<file path="src/rtl/reset_cause_reg.sv">
module reset_cause_reg #(
  parameter int          DW            = 32,
  parameter int          AW            = 3,
  parameter int          SEL_BIT       = 2,
  parameter int          PWR_BIT       = 31,
  parameter int          SPOR_BIT      = 30,
  parameter int          SXIR_BIT      = 29,
  parameter int          BPOR_BIT      = 28,
  parameter int          BXIR_BIT      = 27,
  parameter logic [31:0] KEEP_MASK     = 32'hF800_0000,
  parameter logic [31:0] W1C_MASK      = 32'h9800_0000,
  parameter logic [31:0] SET_MASK      = 32'h6000_0000
) (
  input  logic          clk_i,
  input  logic          rst_ni,
  input  logic          sys_rst_i,
  input  logic          btn_por_i,
  input  logic          btn_xir_i,
  input  logic          wr_en_i,
  input  logic [AW-1:0] addr_i,
  input  logic [DW-1:0] wdata_i,
  output logic [DW-1:0] rdata_o,
  output logic          rst_req_o,
  output logic          rst_req_por_o
);

  localparam logic [DW-1:0] KEEP   = KEEP_MASK[DW-1:0];
  localparam logic [DW-1:0] W1C    = W1C_MASK[DW-1:0];
  localparam logic [DW-1:0] SETM   = SET_MASK[DW-1:0];
  localparam logic [DW-1:0] PWR_ON = DW'(1) << PWR_BIT;

  logic [DW-1:0] stat_q;
  logic          arm_q;
  logic          req_q;
  logic          kind_q;

  wire           hit    = wr_en_i && addr_i[SEL_BIT];
  wire [DW-1:0]  wd     = wdata_i & KEEP;
  wire [DW-1:0]  evt    = (DW'(btn_por_i) << BPOR_BIT) | (DW'(btn_xir_i) << BXIR_BIT);
  wire           w_spor = hit && wd[SPOR_BIT];
  wire           w_sxir = hit && wd[SXIR_BIT];
  wire [DW-1:0]  wr_nxt = hit ? ((stat_q & ~(wd & W1C)) | (wd & SETM)) : stat_q;

  always_ff @(posedge clk_i or negedge rst_ni) begin
    if (!rst_ni) begin
      stat_q <= '0;
      arm_q  <= 1'b1;
      req_q  <= 1'b0;
      kind_q <= 1'b0;
    end else if (sys_rst_i) begin
      if (arm_q) stat_q <= PWR_ON;
      arm_q  <= 1'b0;
      req_q  <= 1'b0;
      kind_q <= 1'b0;
    end else begin
      stat_q <= (wr_nxt | evt) & KEEP;
      if (w_spor) arm_q <= 1'b1;
      req_q  <= w_spor || w_sxir;
      kind_q <= w_spor;
    end
  end

  assign rdata_o       = addr_i[SEL_BIT] ? stat_q : '0;
  assign rst_req_o     = req_q;
  assign rst_req_por_o = kind_q;

endmodule

</file>
<file path="config.mk">
export PLATFORM = sky130hd
export DESIGN_NAME = reset_cause_reg
export DESIGN_NICKNAME = d
export VERILOG_FILES = /design/src/rtl/reset_cause_reg.sv
export SDC_FILE = /design/constraint.sdc
export NUM_CORES = 1
export LEC_CHECK = 0
export ABC_AREA = 1
export BUFFER_PORTS_ARGS = -buffer_cell sky130_fd_sc_hd__buf_4
export CORE_AREA = 2 2 64 42
export DETAILED_ROUTE_END_ITERATION = 8
export DIE_AREA = 0 0 66 44
export PLACE_DENSITY = 0.77
export SETUP_SLACK_MARGIN = 0.2
export SLEW_MARGIN = 40
export SYNTH_ARGS = -nofsm -noshare
export SYNTH_HDL_FRONTEND = slang
export SYNTH_SLANG_ARGS = --single-unit
</file>
<file path="constraint.sdc">
create_clock -name clk_i -period 1.06 [get_ports clk_i]
set_clock_uncertainty 0.1 [all_clocks]
set_input_delay 0.212 -clock clk_i [delete_from_list [all_inputs] [get_ports clk_i]]
set_output_delay 0.212 -clock clk_i [all_outputs]
set_load 0.05 [all_outputs]
</file>
==> run metrics, run 1 <==
global-route wire length before repair=1787 µm; unrepaired setup endpoints after global routing=true; Synth Warn #=0; Seq/Total Area, Yosys=around 33%; vias in the first global route=454; CTS Buffer Depth=2; Max Cap Viol=0; data required time at the worst endpoint=0.75 ns; vias post-DR=477; final core utilization=37.31%; core area=2347 µm²; clk_lat worst skew=between 0.2 and 0.25 ns; CTS clk-pin slew, worst paths=approximately 0.040 ns; Peak VDD IR=0.4132 mV; Ports=75; R2R depth=7; status=finished with violations; DP Wirelength=between 800 and 900 µm; setup violators final=8; gr usage total=8.347%; share of the synthesized area in the top cell type=33.20%; vias per cell=3.432; H-tree depth=1; hold path depth=3; area leader, netlist=buf_4; routed wire length=1153 µm; min cycle time layout=1.239 ns; Hold Path Class=input port to flip-flop; failing checks=negative setup slack; synthesized area=610.6 µm²; Fmax achieved=roughly 810 MHz; ys flop type=dfrtp_1; Die W=~66 µm; layout net count=149; count of pins over their slew limit=0; Root Buffer=clkbuf_8; gpl congestion=0.8313; Final Hold Viols=0; post-synthesis cell type count=14; remaining routing DRC violations=0; CTS tree=done; Tcrit/Tclk final=116.9%; Buffers on Ports=18; Die ar.=between 2000 and 3000 µm²; Initial Util=26.01%; ant diodes=0; clock tree sinks=8; CP Capture Type=output port; post-synthesis register bit count=8; Hold Slack=0.08804 ns; cell area power density=1609 nW/µm²; Post-synth EDFFs=0; initial DRC count=0; Syn Inst Count=78; Chip Height=about 44 µm; Final WS setup=-0.1791 ns; setup_tns=-0.7648 ns; Synth area leaders=buf_4, dfrtp_1, nand2_1, inv_1, dfstp_2; Layout area overhead=43.44%; CP Launch Type=flip-flop; largest net degree at the start of global routing=10; Placement Rows=14; CTS Buf Count=3; syn_area_per_cell=7.828 µm²; leakage power=approximately 0.48 nW; CP max FO=2; WL/cell=8.295 µm; most frequent cell after synthesis=buf_4; drt pass-1 iters=1; Setup CP Type=flip-flop to output port; Async S/R FF share, synth=between 90% and 100%; gr ovfl total=0; Arr. time, crit path=0.93 ns; ratio of cells with drive above 1 in the final layout=48.60%; Synth top cells by count=buf_4, nand2_1, inv_1, dfrtp_1; initial antenna violation count=0; Final ANT Viol Nets=0
==> path summary, 6_finish.rpt <==
path                       startpoint     endpoint  slack [ns]
setup / recovery           stat_q[29]  rdata_o[29]       -0.18
hold / removal              btn_xir_i   stat_q[27]        0.09
setup reg to reg           stat_q[29]   stat_q[29]       -0.05
hold reg to reg                 arm_q        arm_q        0.39
max in group asynchronous      rst_ni        arm_q        0.40
min in group asynchronous      rst_ni   stat_q[29]        0.24
==> cell families after synthesis <==
| logic type | after synthesis | synth area share (%) |
|---|---|---|
| buf+inv | 38 | 41.19 |
| compound gates | 1 | 1.435 |
| other cells | 1 | 0.6142 |
| simple gates | 30 | 23.77 |
| flops | 8 | 32.99 |
==> report_power, final <==
group	switching (mW)	internal [mW]	total [mW]	leakage (nW)
clock	0.114	0.260	0.374	0.0228
combinational	0.436	0.222	0.657	0.369
sequential	0.0277	0.350	0.378	0.0913
total	0.577	0.832	1.41	0.483
==> worst max-delay path: stages, from the launching register on <==
cell and delay [ns]:
dfrtp_1 0.39, nand2_2 0.09, clkinvlp_4 0.08, buf_6 0.15
==> per-layer routing <==
metal,up-vias,global-route usage (%),wire length [µm]
met5,-,0,0
met4,0,2.449,0
met3,0,3.896,48
met2,10,16.57,733
met1,230,7.643,371
li1,237,-,-
==> stage by stage <==
step                power [mW]  instance area (µm²)  setup slack, ns  cells
finish                   1.410                875.8          -0.1791    139
global route             1.478                875.8          -0.2236    139
CTS                      1.366                842.1          -0.1731    137
detailed placement      0.8948                708.2         -0.01255    128
global placement        0.8851                708.2          0.01334    128
floorplan               0.8596                732.0          0.05459    104
==> final cells by class <==
cell class | instances | area, µm²
Timing Repair Buffer | 27 | 250.2
Inverter | 10 | 48.80
Fill cell | 243 | 1471
Multi-Input combinational cell | 58 | 287.8
Clock buffer | 4 | 45.04
Tap cell | 32 | 40.04
Sequential cell | 8 | 203.9
==> sequential cells by signal, summed over array words and instances (netlist names) <==
signal         count
stat_q             5
rst_req_por_o      1
rst_req_o          1
arm_q              1
==> repair_timing <==
| item | CTS | global route |
|---|---|---|
| setup endpoints to repair | 11 | 12 |
| pin swaps | 8 | 3 |
| hold endpoints to repair | 8 | 0 |
| buffers inserted | 4 | 2 |
| hold buffers | 1 | 0 |
| gates resized for setup | 15 | 6 |
==> cell usage in the layout (no fill, tap or decap) <==
master and n:
nand2_4 1, dfstp_2 1, buf_6 12, inv_2 3
inv_1 4, nand2_1 11, and2_4 2, nand4_1 3
clkbuf_8 3, conb_1 27, nand2_2 9, dlygate4sd3_1 1
clkbuf_1 1, nand3_1 3, o21ai_2 1, buf_4 14
nand3_4 1, dfrtp_1 5, clkinvlp_4 3, dfrtp_2 2
Note: power is estimated with default switching activity, not from simulation.
==> run 2, diff against run 1 <==
==> constraint.sdc (replaced) <==
create_clock -name clk_i -period 1 [get_ports clk_i]
set_clock_uncertainty 0.1 [all_clocks]
set_input_delay 0.2 -clock clk_i [delete_from_list [all_inputs] [get_ports clk_i]]
set_output_delay 0.2 -clock clk_i [all_outputs]
set_load 0.05 [all_outputs]
==> run 2 against run 1 <==
Net effect: the run still ends with negative setup slack left; critical path depth is the same; clock power grew 7.8%; flip-flop and latch count is the same; non-clock buffer count is the same; largest cell class unchanged; wire length grew 1.6%; die area is the same; utilization is the same; worst hold slack lost 0.017 ns; final cell count is the same; design area is the same; power grew 4.1%.
==> run metrics, run 2 (synthesized netlist as in run 1, its figures left out) <==
setup_tns=-1.219 ns; initial DRC count=7; largest net degree at the start of global routing=10; DP Wirelength=930.7 µm; commonest non-fill, non-tap cells in the layout=conb_1, buf_4, nand2_2, nand2_1, buf_6; Chip Height=44 µm; count of pins over their slew limit=0; vias post-DR=approximately 470; multi-input logic area=a little under 300 µm²; Final Power=between 1 and 1.5 mW; commonest non-fill, non-tap cell in the layout=conb_1; Initial Util=about a quarter; Layout area overhead=43.44%; WL/cell=8.432 µm; data required time at the worst endpoint=roughly 0.70 ns; clock tree sinks=8; CP Capture Type=output port; Final ANT Viol Nets=0; Final Hold Viols=0; Biggest register=stat_q; Root Buffer=clkbuf_8; Max Cap Viol=0; gpl congestion=0.8323; gr usage total=8.343%; Hold Path Class=input port to flip-flop; cell area power density=1676 nW/µm²; global-route wire length before repair=1738 µm; status=finished with violations; Ports=75; ant diodes=0; CP max FO=2; H-tree depth=1; min cycle time layout=1.235 ns; Tcrit/Tclk final=123.5%; core area=2347 µm²; clk_lat worst skew=about 0.22 ns; Peak VDD IR=approximately 0.44 mV; gr ovfl total=0; ratio of cells with drive above 1 in the final layout=50.47%; vias per cell=3.388; Setup CP Type=flip-flop to output port; initial antenna violation count=0; Arr. time, crit path=0.94 ns; routed wire length=1172 µm; Die W=66 µm; setup violators final=10; CP Launch Type=flip-flop; FF+latch area=just over 200 µm²; Placement Rows=14; Buffers on Ports=18; unrepaired setup endpoints after global routing=true; failing checks=negative setup slack; Final WS setup=-0.2350 ns; layout net count=roughly 150; flip-flop count of the largest register after layout=5; CTS Buffer Depth=2; Die ar.=a little under 3000 µm²; CTS clk-pin slew, worst paths=~0.040 ns; CTS Buf Count=3; vias in the first global route=426; Fillers=around 250; Fmax achieved=809.7 MHz; leakage power=around 0.48 nW; drt pass-1 iters=4; CTS tree=done; remaining routing DRC violations=0
run 2: worst paths after layout:
check,start,end,slack [ns],cells past startpoint
setup / recovery,stat_q[30],rdata_o[30],-0.24,3
hold / removal,btn_por_i,stat_q[28],0.07,3
setup reg to reg,arm_q,stat_q[27],-0.07,4
hold reg to reg,arm_q,arm_q,0.49,3
max in group asynchronous,rst_ni,arm_q,0.36,2
min in group asynchronous,rst_ni,stat_q[30],0.22,2
run 2: final cells by class:
class	instances	area share [%]
clock buffers	4	5.143
flip-flops and latches	8	23.29
repair buffers	27	27.71
inverters	10	5.571
multi-input cells	58	33.71
well taps	32	4.571
run 2: critical path, stage by stage (launching register included):
cell,delay (ns)
dfrtp_1,0.40
nand2_2,0.09
clkinvlp_4,0.07
buf_6,0.15
run 2: timing repair:
| item | CTS | global route |
|---|---|---|
| hold endpoints to repair | 8 | 0 |
| pin swaps | 6 | 4 |
| gates cloned | 0 | 0 |
| hold buffers | 1 | 0 |
| gates resized for setup | 12 | 9 |
| setup endpoints to repair | 13 | 13 |
| setup buffers | 1 | 3 |
run 2: layer usage:
layer  vias to the layer above  global-route usage, %  share of wire (%)
li1                        237                      -                  -
met1                       220                  7.313                 35
met2                        12                  15.76                 58
met3                         2                  3.896                4.9
met4                         0                  4.898                2.0
met5                         -                      0                  0
run 2: per-stage QoR:
stage               hold WS (ns)  worst slack (ns)  std cells  instance area, µm²  util (%)
floorplan                -0.1956         -0.005408        104               732.0         -
global placement        -0.07886          -0.04680        130               723.2     30.81
detailed placement      -0.07676          -0.07935        130               723.2     30.81
CTS                      0.07863           -0.2296        136               828.3     35.29
global route             0.07995           -0.2651        139               875.8     37.31
finish                   0.07147           -0.2350        139               875.8     37.31
run 2: power breakdown:
group	switching, mW	internal, mW
Clock	0.127	0.276
Sequential	0.0301	0.371
Combinational	0.453	0.210
==> run 3, diff against run 2 <==
--- a/config.mk
+++ b/config.mk
@@ -7,12 +7,13 @@
 export LEC_CHECK = 0
 export ABC_AREA = 1
 export BUFFER_PORTS_ARGS = -buffer_cell sky130_fd_sc_hd__buf_4
-export CORE_AREA = 2 2 64 42
+export CORE_AREA = 2 2 49 51
 export DETAILED_ROUTE_END_ITERATION = 8
-export DIE_AREA = 0 0 66 44
+export DIE_AREA = 0 0 51 53
 export PLACE_DENSITY = 0.77
 export SETUP_SLACK_MARGIN = 0.2
 export SLEW_MARGIN = 40
 export SYNTH_ARGS = -nofsm -noshare
 export SYNTH_HDL_FRONTEND = slang
 export SYNTH_SLANG_ARGS = --single-unit
+export TNS_END_PERCENT = 10
==> constraint.sdc (replaced) <==
create_clock -name clk_i -period 1.45 [get_ports clk_i]
set_clock_uncertainty 0.1 [all_clocks]
set_input_delay 0.29 -clock clk_i [delete_from_list [all_inputs] [get_ports clk_i]]
set_output_delay 0.29 -clock clk_i [all_outputs]
set_load 0.05 [all_outputs]
==> run 3 against run 2 <==
Net effect: the flow now finishes without violations; clock power fell by 56%; worst hold slack improved by 0.074 ns; flip-flop and latch count did not move; non-clock buffer count fell by 3; via count fell by 0.85%; global-route usage fell by 0.35 points; first-iteration DRC count fell by 14%.
==> run metrics, run 3 (synthesized netlist as in run 1, its figures left out) <==
ratio of cells with drive above 1 in the final layout=30.77%; grt met2 use=13.20%; setup_tns=0 ns; gr ovfl total=0; met1 Resource Use GR=8.042%; cell area power density=1139 nW/µm²; Post-Place Cells=122; remaining routing DRC violations=0; CP Capture Type=output port; Biggest register=stat_q; vias in the first global route=358; clock tree sinks=8; ant diodes=0; DP Wirelength=roughly 820 µm; Design Area, Final=about 760 µm²; H-tree depth=1; Fillers=229; count of pins over their slew limit=0; Layout area overhead=23.98%; initial antenna violation count=0; post-place setup slack=between 0.3 and 0.4 ns; CP Launch Type=flip-flop; Max Cap Viol=0; CP max FO=2; clk_lat worst skew=0.26 ns; unrepaired setup endpoints after global routing=true; setup violators final=0; post-route non-filler standard cell count=132; WL/cell=between 7 and 8 µm; global-route wire length before repair=1490 µm; Final Hold Viols=0; Arr. time, crit path=0.89 ns; Peak VDD IR=0.4594 mV; M3 GR Usage=under 10%; drt pass-1 iters=4; largest net degree at the start of global routing=11; CTS tree=done; vias post-DR=467; min cycle time layout=1.281 ns; Hold Path Class=input port to flip-flop; Setup CP Type=flip-flop to output port; Chip Height=53 µm; total placed instance area=664.4 µm²; Die W=between 50 and 60 µm; gr usage total=7.990%; Root Buffer=clkbuf_4; leakage power=between 0.4 and 0.5 nW; Most Crowded Layer GR=met2; Final Power=0.8625 mW; Tcrit/Tclk final=roughly nine tenths; layout net count=146; Ports=75; Final WS setup=0.1687 ns; vias per cell=3.538; commonest non-fill, non-tap cell in the layout=conb_1; CTS Buf Count=3; gpl congestion=0.7232; commonest non-fill, non-tap cells in the layout=conb_1, nand2_1, buf_4, inv_1, dfrtp_1; CTS Buffer Depth=2; CTS clk-pin slew, worst paths=~0.06 ns; Final ANT Viol Nets=0; core area=2148 µm²; routed wire length=1049 µm; FF+latch area=201.4 µm²; initial DRC count=6; data required time at the worst endpoint=1.06 ns; multi-input logic area=approximately 260 µm²; flip-flop count of the largest register after layout=5; Placement Rows=17; Initial Util=28.42%; Buffers on Ports=18; Die ar.=2703 µm²; status=complete, no violations; Fmax achieved=780.5 MHz
## run 3: cell types whose count changed in the layout (fill, tap and decap cells not counted), sizes merged
cell / previous run / this run
buf: 26 / 23
clkinvlp: 3 / 0
inv: 7 / 10
## run 3: area by class of cell
class | count | share of cell area, %
inverter | 10 | 4.959
timing repair buffer | 24 | 26.61
tap | 28 | 4.628
clock buffer | 4 | 3.471
multi-input combinational | 58 | 33.72
sequential | 8 | 26.61
## run 3: routing by layer
layer	share of wire [%]	vias to the layer above
li1	-	230
met1	33	207
met2	54	30
met3	12	0
met4	0	0
met5	0	-
## run 3: critical path: stages, from the launching register on
cell	delay [ns]
dfrtp_1	0.38
nand2_1	0.06
inv_1	0.05
buf_6	0.14
## run 3: worst paths after layout
check,slack [ns],end,depth (start not counted),start
hold / removal,0.15,stat_q[28],3,btn_por_i
setup / recovery,0.17,rdata_o[29],3,stat_q[29]
max in group asynchronous,0.73,arm_q,2,rst_ni
setup reg to reg,0.35,stat_q[27],4,arm_q
hold reg to reg,0.36,arm_q,2,arm_q
min in group asynchronous,0.30,stat_q[30],2,rst_ni
## run 3: report_power, final
part	switching, mW	total (mW)	internal, mW	leakage [nW]
Clock	0.0722	0.177	0.105	0.0150
Combinational	0.297	0.417	0.120	0.358
Sequential	0.0136	0.268	0.255	0.0944
Total	0.383	0.863	0.480	0.467
## run 3: repair_timing
item / CTS / global route
gates resized for setup: 5 / 0
setup buffers: 3 / 2
endpoints found under the setup margin: 5 / 5
hold buffers: 1 / 0
pin swaps: 2 / 0
endpoints found under the hold margin: 8 / 0
## run 3: stage by stage
stage	utilization [%]	hold slack, ns
after detailed placement	30.93	0.009696
after global placement	30.93	0.01001
after CTS	34.54	0.1408
after global routing	35.24	0.1405
final	35.24	0.1457
after floorplan	-	-0.1056
